==> src/rtl/adc_seq_pkg.sv <==
// Package: shared state type, frame constants and command-byte builder
// for the serial ADC conversion sequencer.
package adc_seq_pkg;

    localparam int FRAME_BITS = 24;
    localparam int BYTE_BITS  = 8;

    typedef enum logic [1:0] {
        ST_IDLE  = 2'd0,
        ST_SHIFT = 2'd1,
        ST_GAP   = 2'd2
    } seq_state_t;

    // Packs the command byte: start bit, selection, coding, input type, clock mode.
    function automatic logic [7:0] build_cmd(input logic [2:0] chan,
                                             input logic       unipolar,
                                             input logic       single);
        return {1'b1, chan, unipolar, single, 2'b11};
    endfunction

endpackage

==> src/rtl/seq_half_timer.sv <==
// Half-period timer: while run is high, pulses tick once every HALF_CLKS
// system clocks. Assumes HALF_CLKS >= 1. It restarts from zero whenever run drops.
module seq_half_timer #(
    parameter int HALF_CLKS = 13
) (
    input  logic clk,
    input  logic rst_n,
    input  logic run,
    output logic tick
);
    localparam int CW = $clog2(HALF_CLKS + 1);
    localparam logic [CW-1:0] LAST = CW'(HALF_CLKS - 1);

    logic [CW-1:0] cnt_q;

    // Count system clocks within one serial-clock level.
    always_ff @(posedge clk) begin
        if (!rst_n || !run) begin
            cnt_q <= '0;
        end else if (cnt_q == LAST) begin
            cnt_q <= '0;
        end else begin
            cnt_q <= cnt_q + 1'b1;
        end
    end

    assign tick = run && (cnt_q == LAST);

    p_half_bound_r11: assert property (@(posedge clk) disable iff (!rst_n)
        (run && $past(run) && $past(cnt_q) != LAST) |-> (cnt_q == $past(cnt_q) + 1'b1));

endmodule

==> src/rtl/seq_elapsed_mon.sv <==
// Elapsed-time monitor: counts the cycles in which count_en is high after clear,
// saturating at LIMIT_CLKS. over is high once LIMIT_CLKS cycles have been counted.
// So a frame that ends in the cycle where over is sampled lasted more than LIMIT_CLKS.
module seq_elapsed_mon #(
    parameter int LIMIT_CLKS = 6000
) (
    input  logic clk,
    input  logic rst_n,
    input  logic clear,
    input  logic count_en,
    output logic over
);
    localparam int CW = $clog2(LIMIT_CLKS + 1);
    localparam logic [CW-1:0] LIM = CW'(LIMIT_CLKS);

    logic [CW-1:0] cnt_q;

    // Saturating frame-duration counter.
    always_ff @(posedge clk) begin
        if (!rst_n || clear) begin
            cnt_q <= '0;
        end else if (count_en && cnt_q != LIM) begin
            cnt_q <= cnt_q + 1'b1;
        end
    end

    assign over = (cnt_q == LIM);

    p_over_sticky_r8: assert property (@(posedge clk) disable iff (!rst_n)
        (over && !clear) |=> over);

endmodule

==> src/rtl/seq_result_fmt.sv <==
// Result formatter: splits the received 16-bit word into code and sub-LSB bits.
// It builds a zero- or sign-extended copy. Purely combinational.
module seq_result_fmt #(
    parameter int CODE_W = 10,
    parameter int EXT_W  = 16
) (
    input  logic [15:0]       word,
    input  logic              bipolar,
    output logic [CODE_W-1:0] code,
    output logic [1:0]        sub,
    output logic [EXT_W-1:0]  ext
);
    localparam int PAD = EXT_W - CODE_W;

    // Field extraction and extension.
    always_comb begin
        code = word[14 -: CODE_W];
        sub  = word[4:3];
        ext  = {{PAD{bipolar & code[CODE_W-1]}}, code};
    end

endmodule

==> src/rtl/adc_conv_seq.sv <==
// Serial ADC conversion sequencer. On an accepted start it sends the command
// byte and two zero bytes as serial-bus mode 0 (clock idles low, data driven on the
// falling edge, sampled on the rising edge). It then formats the last 16 bits received.
// Assumes spi_miso is synchronous to clk through the slow serial clock.
module adc_conv_seq #(
    parameter int SYS_CLK_HZ = 50_000_000,
    parameter int SCLK_HZ    = 2_000_000,
    parameter int GAP_CLKS   = 0,
    parameter int LIMIT_US   = 120
) (
    input  logic        clk,
    input  logic        rst_n,
    input  logic        start,
    input  logic [2:0]  cfg_chan,
    input  logic        cfg_single,
    input  logic        cfg_unipolar,
    output logic        spi_sclk,
    output logic        spi_cs_n,
    output logic        spi_mosi,
    input  logic        spi_miso,
    output logic        busy,
    output logic        done,
    output logic [9:0]  result,
    output logic [1:0]  sub_lsb,
    output logic [15:0] result_ext,
    output logic        time_err
);
    import adc_seq_pkg::*;

    localparam int HALF_CLKS  = (SYS_CLK_HZ + 2 * SCLK_HZ - 1) / (2 * SCLK_HZ);
    localparam int LIMIT_CLKS = (SYS_CLK_HZ / 1_000_000) * LIMIT_US;
    localparam int IDX_W      = $clog2(FRAME_BITS);
    localparam int GAP_W      = $clog2(GAP_CLKS + 2);
    localparam logic [GAP_W-1:0] GAP_LAST = (GAP_CLKS > 0) ? GAP_W'(GAP_CLKS - 1) : '0;
    localparam logic [IDX_W-1:0] IDX_LAST = IDX_W'(FRAME_BITS - 1);
    localparam bit   HAS_GAP  = (GAP_CLKS > 0);

    seq_state_t              state_q;
    logic [IDX_W-1:0]        idx_q;
    logic [FRAME_BITS-1:0]   tx_q;
    logic [FRAME_BITS-1:0]   rx_q;
    logic [GAP_W-1:0]        gap_q;
    logic                    sclk_q, cs_n_q, bip_q, busy_q, done_q, err_q;
    logic [9:0]              res_q;
    logic [1:0]              sub_q;
    logic [15:0]             ext_q;

    logic                    tick, over, accept, byte_end;
    logic [9:0]              f_code;
    logic [1:0]              f_sub;
    logic [15:0]             f_ext;

    assign accept   = (state_q == ST_IDLE) && start;
    assign byte_end = (idx_q[2:0] == 3'd7);

    seq_half_timer #(.HALF_CLKS(HALF_CLKS)) u_half (
        .clk  (clk),
        .rst_n(rst_n),
        .run  (state_q == ST_SHIFT),
        .tick (tick)
    );

    seq_elapsed_mon #(.LIMIT_CLKS(LIMIT_CLKS)) u_mon (
        .clk     (clk),
        .rst_n   (rst_n),
        .clear   (accept),
        .count_en(state_q != ST_IDLE),
        .over    (over)
    );

    seq_result_fmt #(.CODE_W(10), .EXT_W(16)) u_fmt (
        .word   (rx_q[15:0]),
        .bipolar(bip_q),
        .code   (f_code),
        .sub    (f_sub),
        .ext    (f_ext)
    );

    // Frame sequencer: launch, clock edges, byte gaps and completion.
    always_ff @(posedge clk) begin
        if (!rst_n) begin
            state_q <= ST_IDLE;
            idx_q   <= '0;
            tx_q    <= '0;
            rx_q    <= '0;
            gap_q   <= '0;
            sclk_q  <= 1'b0;
            cs_n_q  <= 1'b1;
            bip_q   <= 1'b0;
            busy_q  <= 1'b0;
            done_q  <= 1'b0;
            err_q   <= 1'b0;
            res_q   <= '0;
            sub_q   <= '0;
            ext_q   <= '0;
        end else begin
            done_q <= 1'b0;
            case (state_q)
                ST_IDLE: begin
                    if (start) begin
                        tx_q    <= {build_cmd(cfg_chan, cfg_unipolar, cfg_single), 16'h0000};
                        bip_q   <= ~cfg_unipolar;
                        idx_q   <= '0;
                        cs_n_q  <= 1'b0;
                        busy_q  <= 1'b1;
                        state_q <= ST_SHIFT;
                    end
                end
                ST_SHIFT: begin
                    if (tick && !sclk_q) begin
                        sclk_q <= 1'b1;
                        rx_q   <= {rx_q[FRAME_BITS-2:0], spi_miso};
                    end else if (tick) begin
                        sclk_q <= 1'b0;
                        tx_q   <= {tx_q[FRAME_BITS-2:0], 1'b0};
                        if (idx_q == IDX_LAST) begin
                            cs_n_q  <= 1'b1;
                            busy_q  <= 1'b0;
                            done_q  <= 1'b1;
                            res_q   <= f_code;
                            sub_q   <= f_sub;
                            ext_q   <= f_ext;
                            err_q   <= over;
                            state_q <= ST_IDLE;
                        end else begin
                            idx_q <= idx_q + 1'b1;
                            if (HAS_GAP && byte_end) begin
                                gap_q   <= '0;
                                state_q <= ST_GAP;
                            end
                        end
                    end
                end
                ST_GAP: begin
                    if (gap_q == GAP_LAST) begin
                        state_q <= ST_SHIFT;
                    end else begin
                        gap_q <= gap_q + 1'b1;
                    end
                end
                default: state_q <= ST_IDLE;
            endcase
        end
    end

    assign spi_sclk   = sclk_q;
    assign spi_cs_n   = cs_n_q;
    assign spi_mosi   = tx_q[FRAME_BITS-1];
    assign busy       = busy_q;
    assign done       = done_q;
    assign result     = res_q;
    assign sub_lsb    = sub_q;
    assign result_ext = ext_q;
    assign time_err   = err_q;

    p_sclk_idle_r1: assert property (@(posedge clk) disable iff (!rst_n)
        spi_cs_n |-> !spi_sclk);

    p_start_bit_r2: assert property (@(posedge clk) disable iff (!rst_n)
        (state_q == ST_IDLE && start) |=> (!spi_cs_n && spi_mosi));

    p_done_cs_r3: assert property (@(posedge clk) disable iff (!rst_n)
        done |-> (spi_cs_n && $past(!spi_cs_n)));

    p_mosi_fall_r4: assert property (@(posedge clk) disable iff (!rst_n)
        (!spi_cs_n && $past(!spi_cs_n) && !$fell(spi_sclk)) |-> $stable(spi_mosi));

    p_busy_end_r9: assert property (@(posedge clk) disable iff (!rst_n)
        $fell(busy) |-> done);

    p_done_pulse_r10: assert property (@(posedge clk) disable iff (!rst_n)
        done |=> !done);

endmodule

==> config.mk <==
export PLATFORM = sky130hd
export DESIGN_NAME = adc_conv_seq
export DESIGN_NICKNAME = d
export VERILOG_FILES = /design/src/rtl/adc_seq_pkg.sv /design/src/rtl/seq_half_timer.sv /design/src/rtl/seq_elapsed_mon.sv /design/src/rtl/seq_result_fmt.sv /design/src/rtl/adc_conv_seq.sv
export SDC_FILE = /design/constraint.sdc
export NUM_CORES = 1
export LEC_CHECK = 0
export ABC_AREA = 1
export BUFFER_PORTS_ARGS = -buffer_cell sky130_fd_sc_hd__buf_2
export CAP_MARGIN = 20
export CORE_ASPECT_RATIO = 0.75
export CORE_MARGIN = 1
export CORE_UTILIZATION = 61
export CTS_CLUSTER_DIAMETER = 120
export CTS_CLUSTER_SIZE = 14
export DETAILED_ROUTE_END_ITERATION = 16
export PLACE_DENSITY = 0.91
export SYNTH_ARGS = -nofsm -noshare
export SYNTH_HDL_FRONTEND = slang
export SYNTH_SLANG_ARGS = --single-unit
==> constraint.sdc <==
create_clock -name clk -period 2.64 [get_ports clk]
set_clock_uncertainty 0.2 [all_clocks]
set_input_delay 0.132 -clock clk [delete_from_list [all_inputs] [get_ports clk]]
set_output_delay 0.132 -clock clk [all_outputs]
set_load 0.01 [all_outputs]
After elaboration in Yosys (flattened, before gate mapping)
Index checks and enable logic that the tools add are counted.
- add/subtract/negate cells: 4
- multipliers: 0
- div/mod/pow operators: 0
- $lt $le $gt $ge: 0
- equality and inequality tests: 12
- shift operators: 0
- mux-type cells: 29
- bitwise logic cells: 6
- reductions and logical operators: 23
- operator list (operator ; count):
    two-way mux 24 bit ; 3
    one-hot mux 24 bit (2 select lines) ; 1
    two-way mux 5 bit ; 4
    AND reduction 5 bit ; 3
    adder 13 x 1 -> 13 bit, second input constant ; 1
    equality test 13 bit, second input constant ; 1
    inequality test 13 bit, second input constant ; 1
    two-way mux 1 bit ; 12
    inequality test 2 bit, second input constant ; 6
    two-way mux 2 bit ; 5
    one-hot mux 5 bit (2 select lines) ; 1
    AND reduction 4 bit ; 2
    one-hot mux 2 bit (3 select lines) ; 1
    AND reduction 2 bit ; 3
    nonzero test 2 bit ; 3
    adder 5 x 1 -> 5 bit, second input constant ; 1
    equality test 5 bit, second input constant ; 1
    NOT 1 bit ; 5
    adder 4 x 1 -> 4 bit, second input constant ; 1
    equality test 4 bit, second input constant ; 1
    logical AND 1 bit ; 4
    one-hot mux 1 bit (2 select lines) ; 2
    OR reduction 4 bit ; 1
    zero test 1 bit ; 3
    other kinds (7) ; 8
- register bits after elaboration: 93
- bits in latches: 0
- memory bits (writable): 0
- ROM bits: 0
- bits of input ports: 9
- logic and storage cells: 90
- memories: 0

Logic depth before layout (Yosys ltp)
- depth after elaboration: 5
- gate-level depth with buffers: 10
- gate-level depth less buffers: 10

By module
A second synthesis with hierarchy kept.
- cells, all modules: 488
- area, all modules: 3621.0 um^2
- by module, submodules not included (module ; instances ; cells an instance ; area each (um^2) ; sequential area each (um^2)):
    adc_conv_seq ; 1 ; 304 ; 2383.5 ; 1261.2
    seq_elapsed_mon ; 1 ; 132 ; 839.6 ; 260.2
    seq_result_fmt ; 1 ; 29 ; 210.2 ; 0.0
    seq_half_timer ; 1 ; 23 ; 187.7 ; 80.1

Worst setup path before layout
OpenSTA, ideal clock, no wires.
- kind: reg2reg
- from: register u_half.cnt_q[0]
- to: register res_q[0], in the netlist result[0]
- arrival time: 1.311 ns
- required time: 2.324 ns
- path slack: 1.013 ns
- stages on the path, launching flop included: 11
- buffers on the path: 1
- cells stage by stage: dfxtp_1 > inv_1 > ha_1 > nand3_2 > nor2_4 > nand2_2 > nor2_4 > inv_2 > buf_6 > nor2_1 > nor2_1
- word-level cells in the longest chain between the ends: 5
- RTL lines (what ; line ; source):
    start, declared ; seq_half_timer.sv:14 ; logic [CW-1:0] cnt_q;
    start signal, assigned ; seq_half_timer.sv:23 ; cnt_q <= cnt_q + 1'b1;
    equality test 4 bit * ; seq_half_timer.sv:27 ; assign tick = run && (cnt_q == LAST);
    logical AND 1 bit * ; seq_half_timer.sv:27 ;
    logical AND 1 bit ; adc_conv_seq.sv:110 ; if (tick && !sclk_q) begin
    NOT 1 bit (no line) ; n/a ;
    AND reduction 4 bit (no line) * ; n/a ;
    end signal, assigned ; adc_conv_seq.sv:120 ; res_q <= f_code;
    end, declared ; adc_conv_seq.sv:44 ; logic [9:0] res_q;
Mark *: on every way between the ends. The rest lies on a longest branch, timed or not.
A chain may end at the register's enable or synchronous reset.

Worst setup path in the final report
- from: register idx_q[0]
- to: register sub_q[0], in the netlist sub_lsb[0]
- word-level cells in the longest chain between the ends: 2
- RTL lines (what ; line ; source):
    start, declared ; adc_conv_seq.sv:39 ; logic [IDX_W-1:0] idx_q;
    start signal, assigned ; adc_conv_seq.sv:126 ; idx_q <= idx_q + 1'b1;
    equality test 5 bit ; adc_conv_seq.sv:116 ; if (idx_q == IDX_LAST) begin
    AND reduction 4 bit (no line) ; n/a ;
    end signal, assigned ; adc_conv_seq.sv:121 ; sub_q <= f_sub;
    end, declared ; adc_conv_seq.sv:45 ; logic [1:0] sub_q;
Every way passes these cells.

==> flow_summary.toml <==
[sta]
rsz0062_at_grt = "no"
maxSlewViolCount = 0
relSlewSlack_pct = 69.88
tns_ns = 0
period_share_pct = 73.96
max_freq_mhz = 512.2
setup_ws_ns = 0.6876
max_slew.worst_pin.slew_ns = 0.4513
setup_viol = 0
hold_viol_final = 0
period_needed_ns = 1.952

[power_and_ir_drop]
pwr-share-clk_pct = 43.1
swShare_pct = 25.99
internal-power_mw = 1.477
seqPwrFrac_pct = 50.2
combinationalPowerShare_pct = 6.7
p_leak_nw = 1.532
ir_worst_vdd_uv = 597.5
cellPowerDensity_mw_per_mm2 = 605.4
p_sw_mw = 0.5187

[outcome]
status = "completed"

[worst_setup_path]
path_max_fanout = 16
cp_top_family = "simple AND/OR/NAND/NOR gates"
rr_worst_depth = 8
crit_chain = "ha_1 > nand2_1 > inv_1 > nand3_2 > nor2_4 > inv_2 > nor2_1 > nor2_1"
crit_path_start_kind = "flip-flop"
reg2reg_slack_ns = 0.69
crit_top_cell = "nor2_1"
timing.rr.end = "sub_lsb[0]"
r2r-start = "idx_q[0]"
cp.required_ns = 2.69
end_kind = "flip-flop"
crit_path_max_incr_delay_ns = 0.42
critPathBufInv = 2
critical_path_class = "reg2reg"
critPathArrivalTime_ns = 2.00
slowest_stage = "dfxtp_1"

[die]
die_w_um = 82.00
initial_core_util_pct = 64.41
num_rows = 21
core_area_mm2 = 0.004546
dieHeight_um = 62
die_area_mm2 = 0.005084
io_pins = 43

[clock_network]
numCtsBuffers = 9
clockRootBuffer = "clkbuf_8"
clock_path_buffers = 2
cts.sinks = 64
clk_pin_slew_ns = 0.08
htree_num_levels = 3
clkLatencyLatePin_ns = 0.35
cts_resized = 0
cts_tree = "done"
post-cts-setup-buffer-count = 0
hold_buffers = 7

[layout]
num-fill-cells = 351
final_cell_mix = "nand2_1, nor2_1, dfxtp_1"
area_growth_pct = 12.61
fin_area_mm2 = 0.003297
drive_above_1_share_pct = 16.96
antennaDiodeCount = 0
fin_nets = 457

[detailed_routing]
vias = 2682
antenna_left = 0
drc = 0
drt_iter0_markers = 180
routed_wirelength_mm = 6.462
wl_per_cell_um = 12.80
vias_per_cell = 5.311
dr.pass1.iters = 5

[placement]
placed_area_mm2 = 0.003022
place_ws_ns = 0.7437
finalWeightedCongestion = 0.8597
dp_hpwl_mm = 4.204
io_buffer_count = 42

[global_routing]
grt_overflow = 0
grt_pass1_vias = 2448
antenna_found_initial = 0
grt_max_degree = 37
grt.total_usage_pct = 27.68
grt_pass1_wl_mm = 10.43

[synthesis]
netlist_instances = 410
synth_nets = 424
synth_cell_types = 27
avgSynthCellArea_um2 = 7.141
ys_ff_latch = 64
netlist_area_mm2 = 0.002928
yosys_warnings = 0
yosysSeqAreaShare_pct = 43.76

[hold_path]
whs_endpoint = "tx_q[17]"
hold_class = "in2reg"
holdPathStages = 3
min-delay-start = "rst_n"

[flow_run]
max_cap_viol_count = 0
-- cells in the mapped netlist (all sizes together) --
| cell type | count | share of area, % |
|---|---|---|
| a21oi | 22 | 3.9 |
| buf | 24 | 6.4 |
| clkbuf | 6 | 0.77 |
| dfxtp | 64 | 44 |
| ha | 5 | 2.1 |
| inv | 27 | 3.5 |
| nand2 | 94 | 12 |
| nand3 | 22 | 4.3 |
| nand3b | 2 | 0.51 |
| nand4 | 5 | 1.1 |
| nor2 | 94 | 13 |
| nor3 | 1 | 0.17 |
| o21ai | 34 | 5.8 |
| o21bai | 1 | 0.26 |
| o22ai | 3 | 0.64 |
| or2 | 1 | 0.21 |
| xnor2 | 2 | 0.60 |
| xor2 | 3 | 0.90 |
-- area by class of cell --
class / count / area [um^2] / area share [%]
clock inverter: 7 / 81.33 / 2.467
timing repair buffer: 52 / 302.8 / 9.184
tap: 57 / 71.32 / 2.163
sequential: 64 / 1281 / 38.86
inverter: 27 / 101.3 / 3.074
clock buffer: 9 / 123.9 / 3.757
multi-input combinational: 289 / 1335 / 40.49
-- how the worst max path moves through the flow --
stage | from | to | slack, ns | depth (start not counted)
floorplan | u_half.cnt_q[0] | result[0] | 1.01 | 10
global placement | u_half.cnt_q[0] | rx_q[11] | 0.81 | 9
detailed placement | u_half.cnt_q[0] | result[6] | 0.74 | 9
CTS | u_half.cnt_q[0] | sub_lsb[0] | 0.70 | 9
global route | u_half.cnt_q[0] | result[6] | 0.57 | 9
finish | idx_q[0] | sub_lsb[0] | 0.69 | 8
-- tightest hold or removal path: stages --
cell,delay [ns]
buf_2,0.09
inv_1,0.19
nor2_1,0.15
-- layer usage --
layer  up-vias  global-route usage (%)  wire length, um
met2        78                   47.11             3033
met4         0                   9.774               73
met3         8                   9.197              354
met5         -                       0                0
met1      1243                   33.24             3001
li1       1353                       -                -
-- flip-flops by register name, indices dropped and copies added, names as in the netlist --
signal	cells
result	9
u_half.cnt_q	4
done	1
rx_q	15
idx_q	5
state_q	1
bip_q	1
tx_q	8
time_err	1
spi_cs_n	1
spi_sclk	1
u_mon.cnt_q	13
sub_lsb	2
result_ext	2
-- cell families (layout without fill, tap and decap cells) --
kind of cell               after synthesis  after routing  share of synthesized area (%)
AOI/OAI and AO/OA                       60             60                          10.60
xor gates and xnor gates                 5              5                          1.496
and+or+nand+nor                        219            219                          31.37
DFF                                     64             64                          43.76
adders and majority gates                5              5                          2.137
buffers and inverters                   57             95                          10.64
-- power groups by stage --
| stage | combinational (mW) | sequential, mW | clock [mW] |
|---|---|---|---|
| 3_5_place_dp | 0.124 | 1.02 | 0 |
| 4_1_cts | 0.132 | 1.00 | 0.870 |
| 6_report | 0.134 | 1.00 | 0.860 |
| 3_3_place_gp | 0.121 | 1.02 | 0 |
| 2_1_floorplan | 0.0945 | 1.02 | 0 |
| 5_1_grt | 0.150 | 1.00 | 0.902 |
-- through the flow --
stage	total power, mW	std cells	util [%]	hold WS, ns
5_1_grt	2.055	505	72.53	0.09010
3_3_place_gp	1.144	482	66.47	0.1522
6_report	1.996	505	72.53	0.04638
2_1_floorplan	1.118	410	-	0.04302
4_1_cts	2.003	505	72.53	0.03623
3_5_place_dp	1.147	482	66.47	0.1563
Power figures use the tool's default switching activity.
